`src/rtl/i2cb_pkg.sv`:
```
package i2cb_pkg;

    typedef enum logic [2:0] {
        EV_START   = 3'd0,
        EV_RESTART = 3'd1,
        EV_STOP    = 3'd2,
        EV_BIT     = 3'd3,
        EV_DROP    = 3'd4
    } evt_kind_e;

    typedef enum logic [2:0] {
        PH_IDLE  = 3'd0,
        PH_HIGH  = 3'd1,
        PH_LOAD  = 3'd2,
        PH_SETUP = 3'd3,
        PH_DRIVE = 3'd4
    } phase_e;

    typedef struct packed {
        logic drive;
        logic value;
    } bit_rsp_t;

    localparam int NUM_LINES = 2;
    localparam int LINE_SCL  = 0;
    localparam int LINE_SDA  = 1;

    function automatic logic maj3(input logic [2:0] v);
        return (v[0] & v[1]) | (v[0] & v[2]) | (v[1] & v[2]);
    endfunction

    function automatic logic pulls_low(input bit_rsp_t r);
        return r.drive & ~r.value;
    endfunction

endpackage

```
`src/rtl/i2cb_sample_tick.sv`:
```
module i2cb_sample_tick #(
    parameter int DIV_W = 8
) (
    input  logic             clk,
    input  logic             rst,
    input  logic [DIV_W-1:0] div,
    output logic             tick
);
    logic [DIV_W-1:0] cnt;

    assign tick = (cnt >= div);

    always_ff @(posedge clk) begin
        if (rst) cnt <= '0;
        else     cnt <= tick ? '0 : cnt + 1'b1;
    end
endmodule

```
`src/rtl/i2cb_line_filter.sv`:
```
module i2cb_line_filter (
    input  logic clk,
    input  logic rst,
    input  logic tick,
    input  logic raw,
    output logic clean
);
    import i2cb_pkg::*;

    logic [1:0] sync;
    logic [1:0] hist;

    always_ff @(posedge clk) begin
        if (rst) begin
            sync  <= 2'b11;
            hist  <= 2'b11;
            clean <= 1'b1;
        end else begin
            sync <= {sync[0], raw};
            if (tick) begin
                hist  <= {hist[0], sync[1]};
                clean <= maj3({hist, sync[1]});
            end
        end
    end

    AST_FILTER_HOLD: assert property (@(posedge clk) disable iff (rst)
        !tick |=> $stable(clean));
endmodule

```
`src/rtl/i2cb_stall_timer.sv`:
```
module i2cb_stall_timer #(
    parameter int TMO_W = 16
) (
    input  logic             clk,
    input  logic             rst,
    input  logic             run,
    input  logic             line,
    input  logic [TMO_W-1:0] limit,
    output logic             expired
);
    logic [TMO_W-1:0] cnt;
    logic             line_q;

    assign expired = run && (line == line_q) && (cnt >= limit);

    always_ff @(posedge clk) begin
        if (rst) begin
            cnt    <= '0;
            line_q <= 1'b1;
        end else begin
            line_q <= line;
            if (!run || line != line_q) cnt <= '0;
            else if (cnt < limit)       cnt <= cnt + 1'b1;
        end
    end
endmodule

```
`src/rtl/i2cb_slave_engine.sv`:
```
module i2cb_slave_engine #(
    parameter int DIV_W = 8,
    parameter int TMO_W = 16,
    parameter int TSU_W = 8
) (
    input  logic             clk,
    input  logic             rst,
    input  logic [DIV_W-1:0] cfg_sample_div,
    input  logic [TMO_W-1:0] cfg_timeout,
    input  logic [TSU_W-1:0] cfg_setup,
    input  logic             scl_i,
    input  logic             sda_i,
    output logic             scl_o,
    output logic             sda_o,
    input  logic             rsp_valid,
    input  logic             rsp_drive,
    input  logic             rsp_value,
    output logic             rsp_ready,
    output logic             evt_valid,
    output logic [2:0]       evt_kind,
    output logic             evt_bit
);
    import i2cb_pkg::*;

    logic                 tick;
    logic [NUM_LINES-1:0] raw_lines;
    logic [NUM_LINES-1:0] clean_lines;
    logic                 scl_f, sda_f, scl_q, sda_q;
    logic                 tmo_hit;

    phase_e               phase;
    bit_rsp_t             slot, cur;
    logic                 slot_vld;
    logic [TSU_W-1:0]     su_cnt;
    evt_kind_e            kind_q;

    assign raw_lines[LINE_SCL] = scl_i;
    assign raw_lines[LINE_SDA] = sda_i;

    i2cb_sample_tick #(.DIV_W(DIV_W)) u_tick (
        .clk(clk), .rst(rst), .div(cfg_sample_div), .tick(tick)
    );

    for (genvar g = 0; g < NUM_LINES; g++) begin : g_filt
        i2cb_line_filter u_filt (
            .clk(clk), .rst(rst), .tick(tick),
            .raw(raw_lines[g]), .clean(clean_lines[g])
        );
    end

    assign scl_f = clean_lines[LINE_SCL];
    assign sda_f = clean_lines[LINE_SDA];

    i2cb_stall_timer #(.TMO_W(TMO_W)) u_stall (
        .clk(clk), .rst(rst), .run(phase != PH_IDLE),
        .line(scl_f), .limit(cfg_timeout), .expired(tmo_hit)
    );

    logic start_det, stop_det, scl_rise, scl_fall, accept;
    assign start_det = scl_f & scl_q & sda_q & ~sda_f;
    assign stop_det  = scl_f & scl_q & ~sda_q & sda_f;
    assign scl_rise  = scl_f & ~scl_q;
    assign scl_fall  = ~scl_f & scl_q;

    assign rsp_ready = (phase != PH_IDLE) && !slot_vld;
    assign accept    = rsp_valid && rsp_ready;
    assign scl_o     = !(phase == PH_LOAD || phase == PH_SETUP);
    assign sda_o     = !((phase == PH_DRIVE || phase == PH_HIGH) && pulls_low(cur));
    assign evt_kind  = kind_q;

    always_ff @(posedge clk) begin
        if (rst) begin
            phase     <= PH_IDLE;
            slot      <= '0;
            cur       <= '0;
            slot_vld  <= 1'b0;
            su_cnt    <= '0;
            scl_q     <= 1'b1;
            sda_q     <= 1'b1;
            evt_valid <= 1'b0;
            kind_q    <= EV_START;
            evt_bit   <= 1'b0;
        end else begin
            scl_q     <= scl_f;
            sda_q     <= sda_f;
            evt_valid <= 1'b0;
            if (accept) begin
                slot     <= '{drive: rsp_drive, value: rsp_value};
                slot_vld <= 1'b1;
            end
            if (tmo_hit) begin
                phase     <= PH_IDLE;
                cur       <= '0;
                slot_vld  <= 1'b0;
                evt_valid <= 1'b1;
                kind_q    <= EV_DROP;
            end else if (start_det) begin
                phase     <= PH_HIGH;
                cur       <= '0;
                slot_vld  <= 1'b0;
                evt_valid <= 1'b1;
                kind_q    <= (phase == PH_IDLE) ? EV_START : EV_RESTART;
            end else if (stop_det && phase != PH_IDLE) begin
                phase     <= PH_IDLE;
                cur       <= '0;
                slot_vld  <= 1'b0;
                evt_valid <= 1'b1;
                kind_q    <= EV_STOP;
            end else begin
                unique case (phase)
                    PH_HIGH: if (scl_fall) begin
                        phase <= PH_LOAD;
                        cur   <= '0;
                    end
                    PH_LOAD: if (slot_vld) begin
                        phase    <= PH_SETUP;
                        cur      <= slot;
                        slot_vld <= 1'b0;
                        su_cnt   <= '0;
                    end
                    PH_SETUP: begin
                        if (su_cnt >= cfg_setup) phase  <= PH_DRIVE;
                        else                     su_cnt <= su_cnt + 1'b1;
                    end
                    PH_DRIVE: if (scl_rise) begin
                        phase     <= PH_HIGH;
                        evt_valid <= 1'b1;
                        kind_q    <= EV_BIT;
                        evt_bit   <= sda_f;
                    end
                    default: ;
                endcase
            end
        end
    end

    AST_END_RELEASES: assert property (@(posedge clk) disable iff (rst)
        (evt_valid && (kind_q == EV_STOP || kind_q == EV_DROP)) |-> (scl_o && sda_o && !rsp_ready));
    AST_ACCEPT_FILLS: assert property (@(posedge clk) disable iff (rst)
        accept |=> !rsp_ready);
    AST_SDA_AFTER_SETUP: assert property (@(posedge clk) disable iff (rst)
        $fell(sda_o) |-> $past(phase) == PH_SETUP);
    AST_STRETCH_HOLD: assert property (@(posedge clk) disable iff (rst)
        (phase == PH_LOAD && !slot_vld && !tmo_hit) |=> !scl_o);
    AST_BIT_FROM_DRIVE: assert property (@(posedge clk) disable iff (rst)
        (evt_valid && kind_q == EV_BIT) |-> $past(phase) == PH_DRIVE);
    AST_DROP_IDLE: assert property (@(posedge clk) disable iff (rst)
        tmo_hit |=> (phase == PH_IDLE));
endmodule

```
`config.mk`:
```
export PLATFORM = sky130hd
export DESIGN_NAME = i2cb_slave_engine
export DESIGN_NICKNAME = d
export VERILOG_FILES = /design/src/rtl/i2cb_pkg.sv /design/src/rtl/i2cb_sample_tick.sv /design/src/rtl/i2cb_line_filter.sv /design/src/rtl/i2cb_stall_timer.sv /design/src/rtl/i2cb_slave_engine.sv
export SDC_FILE = /design/constraint.sdc
export NUM_CORES = 1
export LEC_CHECK = 0
export CAP_MARGIN = 15
export CORE_MARGIN = 2
export CORE_UTILIZATION = 56
export CTS_CLUSTER_DIAMETER = 80
export DETAILED_ROUTE_END_ITERATION = 10
export PLACE_DENSITY = 0.85
export SKIP_LAST_GASP = 1
export SYNTH_ARGS = -nofsm -noshare
export SYNTH_HDL_FRONTEND = slang
export SYNTH_SLANG_ARGS = --single-unit
```
`constraint.sdc`:
```
create_clock -name clk -period 3.1 [get_ports clk]
set_input_delay 0.775 -clock clk [delete_from_list [all_inputs] [get_ports clk]]
set_output_delay 0.775 -clock clk [all_outputs]
set_load 0.03 [all_outputs]
```
Word-level counts from Yosys, hierarchy flattened
Index checks and enable logic that the tools add are counted.

Add/subtract/negate cells: 3. $lt $le $gt $ge: 4. Eq/ne operators: 15. Multiplexer cells: 27. Bitwise logic cells: 26. Reduce and logical (&&, ||, !) cells: 34.

Operator list (count): $mux 3 (9); $add 16x1->16 const B (1); $add 8x1->8 const B (2); $ge 16x16->1 (1); $ge 8x8->1 (2); $lt 16x16->1 (1); $mux 8 (2); $pmux 8 s2 (1); $reduce_and 5->1 (3); $and 1x1->1 (14); $ne 4x3->1 const B (3); $pmux 3 s4 (1); $reduce_bool 4->1 (3); $mux 1 (11); $reduce_bool 3->1 (3); $ne 2x2->1 const B (4); $not 1->1 (8); $eq 3x2->1 const B (2); $logic_and 1x1->1 (6); $reduce_and 6->1 (1); $reduce_bool 6->1 (1); $reduce_or 2->1 (3); $logic_not 1->1 (4); $mux 2 (2); other kinds (14) (21).

Register bits: 57. Bits of input ports: 39. Output and inout bits: 8. Logic and storage cells: 131.

Logic depth before layout (Yosys ltp)
Depth after elaboration: 7. Gate-level depth with buffers: 10. Mapped depth without buffers: 9.

Hierarchy
From an unflattened synthesis, not the netlist that was laid out.

Cells, all modules: 422. Area, all modules: 3641.0 um^2.

By module, submodules not included: i2cb_stall_timer (instances 1, cells each 177, area each 1405.1 um^2, sequential area each 340.3 um^2); i2cb_slave_engine (instances 1, cells each 158, area each 1366.3 um^2, sequential area each 460.4 um^2); i2cb_sample_tick (instances 1, cells each 59, area each 529.3 um^2, sequential area each 160.2 um^2); i2cb_line_filter (instances 2, cells each 14, area each 170.2 um^2, sequential area each 100.1 um^2).

Worst setup path after synthesis
No wires, ideal clock.

Path kind: input -> register. From: input cfg_timeout[13]. To: register u_stall.cnt[5]. Setup time: 0.070 ns. Arrival: 2.576 ns. Required time: 3.030 ns. Slack: 0.454 ns. Stages: 10. Buffers on the path: 1. Path through: inv_1 ha_1 a21oi_1 nor2_1 a211oi_2 and2_1 buf_6 nand2_2 or4_1 a21oi_1.

Word-level cells in the longest chain between the ends: 1.

RTL lines: start: declaration (line i2cb_slave_engine.sv:9) `input logic [TMO_W-1:0] cfg_timeout,`; $lt 16x16->1 (line i2cb_stall_timer.sv:23) `else if (cnt < limit) cnt <= cnt + 1'b1;`; end signal: assignment (line i2cb_stall_timer.sv:23); end: declaration (line i2cb_stall_timer.sv:11) `logic [TMO_W-1:0] cnt;`.

No other way between the ends. A chain may end at the register's enable or synchronous reset.

Final worst setup path
From: input cfg_timeout[15]. To: register slot_vld.

Word-level cells in the longest chain between the ends: 3.

RTL lines: $ge 16x16->1 (line i2cb_stall_timer.sv:14) `assign expired = run && (line == line_q) && (cnt >= limit);`; $logic_and 1x1->1 (line i2cb_stall_timer.sv:14); $reduce_or 4->1 (no line); end signal: assignment (line i2cb_slave_engine.sv:76) `slot_vld <= 1'b0;`; end signal: assignment (line i2cb_slave_engine.sv:89) `slot_vld <= 1'b1;`; end signal: assignment (line i2cb_slave_engine.sv:94) `slot_vld <= 1'b0;`; end: declaration (line i2cb_slave_engine.sv:33) `logic slot_vld;`.

No other way between the ends.

==> insert_results.sql <==
INSERT INTO impl_metrics (metric_group, metric, value, unit) VALUES
('status', 'outcome', 'completed', ''),
('finish', 'regArea', '0.00114', 'mm²'),
('power', 'powerDensity', '358', 'mW/mm²'),
('setup_path', 'required', '3.32', 'ns'),
('grt', 'maximum_number_of_pins_on_one_net_before_global_route_repair', '37', ''),
('sta', 'final.setup_skew', '0.00554', 'ns'),
('synthesis', 'synth_simple_gate_area_share', '23.2', '%'),
('clock_tree', 'htreeDepth', '3', ''),
('setup_path', 'crit_top_cell', 'nor2_1', ''),
('sta', 'report.final.setup_viol', '0', ''),
('setup_path', 'reg2reg_depth', '8', ''),
('sta', 'worst_hold_slack', '0.415', 'ns'),
('finish', 'num_antenna_cells', '0', ''),
('place', 'gp_congestion', '0.891', ''),
('setup_path', 'r2r_setup_slack', '0.77', 'ns'),
('flow_run', 'cap_violations', '0', ''),
('clock_tree', 'cts.clk_slew.worst_paths', '0.06', 'ns'),
('clock_tree', 'clkLatencyLatePin', '0.34', 'ns'),
('sta', 'max-slew-margin-rel', '62.5', '%'),
('sta', 'grt_setup_unrepaired', 'no', ''),
('floorplan', 'fp.coreArea', '0.00603', 'mm²'),
('drt', 'route.detailed.drc', '0', ''),
('synthesis', 'fraction_of_synthesized_cell_area_in_xor_and_xnor_cells', '3.46', '%'),
('synthesis', 'combinational_family_with_the_most_area_after_synthesis', 'simple AND/OR/NAND/NOR gates', ''),
('floorplan', 'die_y', '83.6', 'µm'),
('synthesis', 'synth_area_in_adders', '13.8', '%'),
('sta', 'final.min_clock_period', '2.89', 'ns'),
('setup_path', 'timing.critical_path.slowest_cell_delay', '0.45', 'ns'),
('clock_tree', 'cts_buffers', '9', ''),
('synthesis', 'yosysWarningCount', '0', ''),
('min_path', 'hold-path-cell-count', '1', ''),
('finish', 'multi_input_area', '0.00216', 'mm²'),
('finish', 'most-common-layout-cells', 'dfxtp_1, clkdlybuf4s50_1, inv_1', ''),
('drt', 'totalWireLength', '7.56', 'mm'),
('setup_path', 'worstReg2RegStart', 'u_stall.cnt[10]', ''),
('finish', 'nets', '569', ''),
('floorplan', 'site_rows', '28', ''),
('clock_tree', 'total_of_hold_buffers_inserted_after_clock_tree_synthesis', '0', ''),
('place', 'dp_cells', '555', ''),
('grt', 'initial_antenna_violation_count', '0', ''),
('synthesis', 'post_synth_inst_count', '432', ''),
('synthesis', 'synth-main-ff-cell', 'dfxtp_1', ''),
('setup_path', 'crit_end_element', 'flop', ''),
('grt', 'overflow', '0', ''),
('synthesis', 'complex_gate_fraction_of_the_synthesized_area', '19.3', '%'),
('grt', 'track_usage', '22.6', '%'),
('setup_path', 'critical_path.slowest_cell', 'clkdlybuf4s50_1', ''),
('synthesis', 'synth_cell_type_count', '52', ''),
('place', 'post-dp-hpwl', '5.76', 'mm'),
('floorplan', 'floorplan.initialDensity', '58.9', '%'),
('drt', 'drt_pre_antenna_iters', '5', ''),
('synthesis', 'yosys_register_bits', '57', ''),
('drt', 'dr_total_vias', '3150', ''),
('min_path', 'whs_endpoint', 'g_filt[0].u_filt.sync[1]', ''),
('power', 'leakage', '0.00188', 'µW'),
('setup_path', 'timing.critical_path.cells', 'clkdlybuf4s50_1 > inv_1 > ha_1 > nand4_2 > nor4_4 > o211ai_2 > a31oi_4 > buf_4 > nor2_1 > nand2_1 > nor2_1', ''),
('synthesis', 'syn-cell-area', '0.00355', 'mm²'),
('floorplan', 'ioPinCount', '47', ''),
('synthesis', 'number_of_flops_mapped_to_enable_cells_by_yosys', '0', ''),
('finish', 'flow.area_growth_from_synthesis', '23.1', '%'),
('min_path', 'worstHoldStart', 'g_filt[0].u_filt.sync[0]', ''),
('synthesis', 'syn-mean-instance-area', '8.21', 'µm²'),
('min_path', 'min-delay-path-class', 'flop to flop', ''),
('clock_tree', 'cts_max_path_buffers', '2', ''),
('clock_tree', 'cts_post_setup_buffers_inserted', '0', ''),
('finish', 'layout.cells.most_common', 'dfxtp_1', ''),
('floorplan', 'die_w', '83.6', 'µm'),
('synthesis', 'seq_area_frac_synth', '32.2', '%'),
('finish', 'nFillCells', '488', ''),
('setup_path', 'crit_path_max_fanout', '5', ''),
('clock_tree', 'post_cts_resize_count', '0', '');
-- area by class of cell --
cell class | count | share of cell area [%]
clock inverters | 3 | 0.917
clock buffers | 12 | 3.55
flip-flops and latches | 57 | 26.1
inverters | 45 | 3.87
multi-input cells | 314 | 49.5
repair buffers | 64 | 13.9
well taps | 75 | 2.15
-- worst max path at each step --
stage	from	to	slack, ns	cells after the start
after global placement	cfg_timeout[15]	cur[0]	-0.09	11
after global routing	cfg_timeout[5]	u_stall.cnt[13]	0.05	10
after floorplan	cfg_timeout[13]	u_stall.cnt[5]	0.45	10
final	cfg_timeout[15]	slot_vld	0.21	11
after CTS	cfg_timeout[5]	u_stall.cnt[13]	0.22	10
after detailed placement	cfg_timeout[5]	u_stall.cnt[13]	-0.13	10
-- state kept, by name (all words and copies together) (netlist names) --
register	flops
cur	2
evt_bit	1
evt_kind	3
evt_valid	1
g_filt.u_filt.clean	2
g_filt.u_filt.hist	4
g_filt.u_filt.sync	4
phase	3
sda_q	1
slot	2
slot_vld	1
su_cnt	8
u_stall.cnt	16
u_stall.line_q	1
u_tick.cnt	8
-- synthesized netlist by cell type, types with 2 or more instances --
master,number
a21oi_2,8
mux2i_1,3
o22ai_1,2
nor4_1,2
nor2_1,37
o21ai_2,6
buf_2,2
dfxtp_1,57
a22oi_1,2
o21a_1,5
buf_6,2
and3_1,9
a21oi_1,37
xor2_1,11
nor3_1,12
or3_1,7
a31oi_1,3
nand4_1,6
o31ai_1,5
nand2_1,30
xnor2_1,3
nand3_1,15
or4_1,4
nand3b_1,5
ha_1,39
o21ai_0,23
a211oi_1,2
nor2b_1,3
nor3b_1,2
and2_1,2
nand2b_1,4
nand4_2,2
or2_2,7
clkbuf_1,12
inv_1,45
nand2_2,2
-- through the flow --
step / setup slack [ns] / TNS [ns] / total power [µW] / util (%)
2_1_floorplan: 0.454 / 0 / 826 / -
3_3_place_gp: -0.0850 / -0.962 / 886 / 69.2
3_5_place_dp: -0.126 / -2.20 / 892 / 69.2
4_1_cts: 0.216 / 0 / 1580 / 72.5
5_1_grt: 0.0498 / 0 / 1630 / 72.5
6_report: 0.211 / 0 / 1560 / 72.5
-- routing by layer --
layer	part of all wire [%]	global-route usage, %
met5	0	0
met4	2.1	9.09
met3	5.4	5.04
met2	47	37.4
met1	45	28.6
-- worst reg2reg max path, stage by stage (launching register included) --
cell       delay, ns
dfxtp_1         0.47
ha_1            0.30
nand4_1         0.18
nor2_1          0.07
a2bb2oi_2       0.13
and2_1          0.28
nand4_4         0.14
or4_1           0.52
a21oi_1         0.15
-- kinds of logic after synthesis --
group / after synthesis
compound gates: 103
xor+xnor: 14
fa+ha+maj: 39
mux: 4
flops: 57
buf+inv: 61
simple gates: 154
-- power breakdown --
part           total, µW  internal (µW)  switching [µW]
clock                688            408             280
combinational        127           74.4            52.1
sequential           749            741            8.27
total               1560           1220             340
Note: power is estimated with default switching activity, not from simulation.
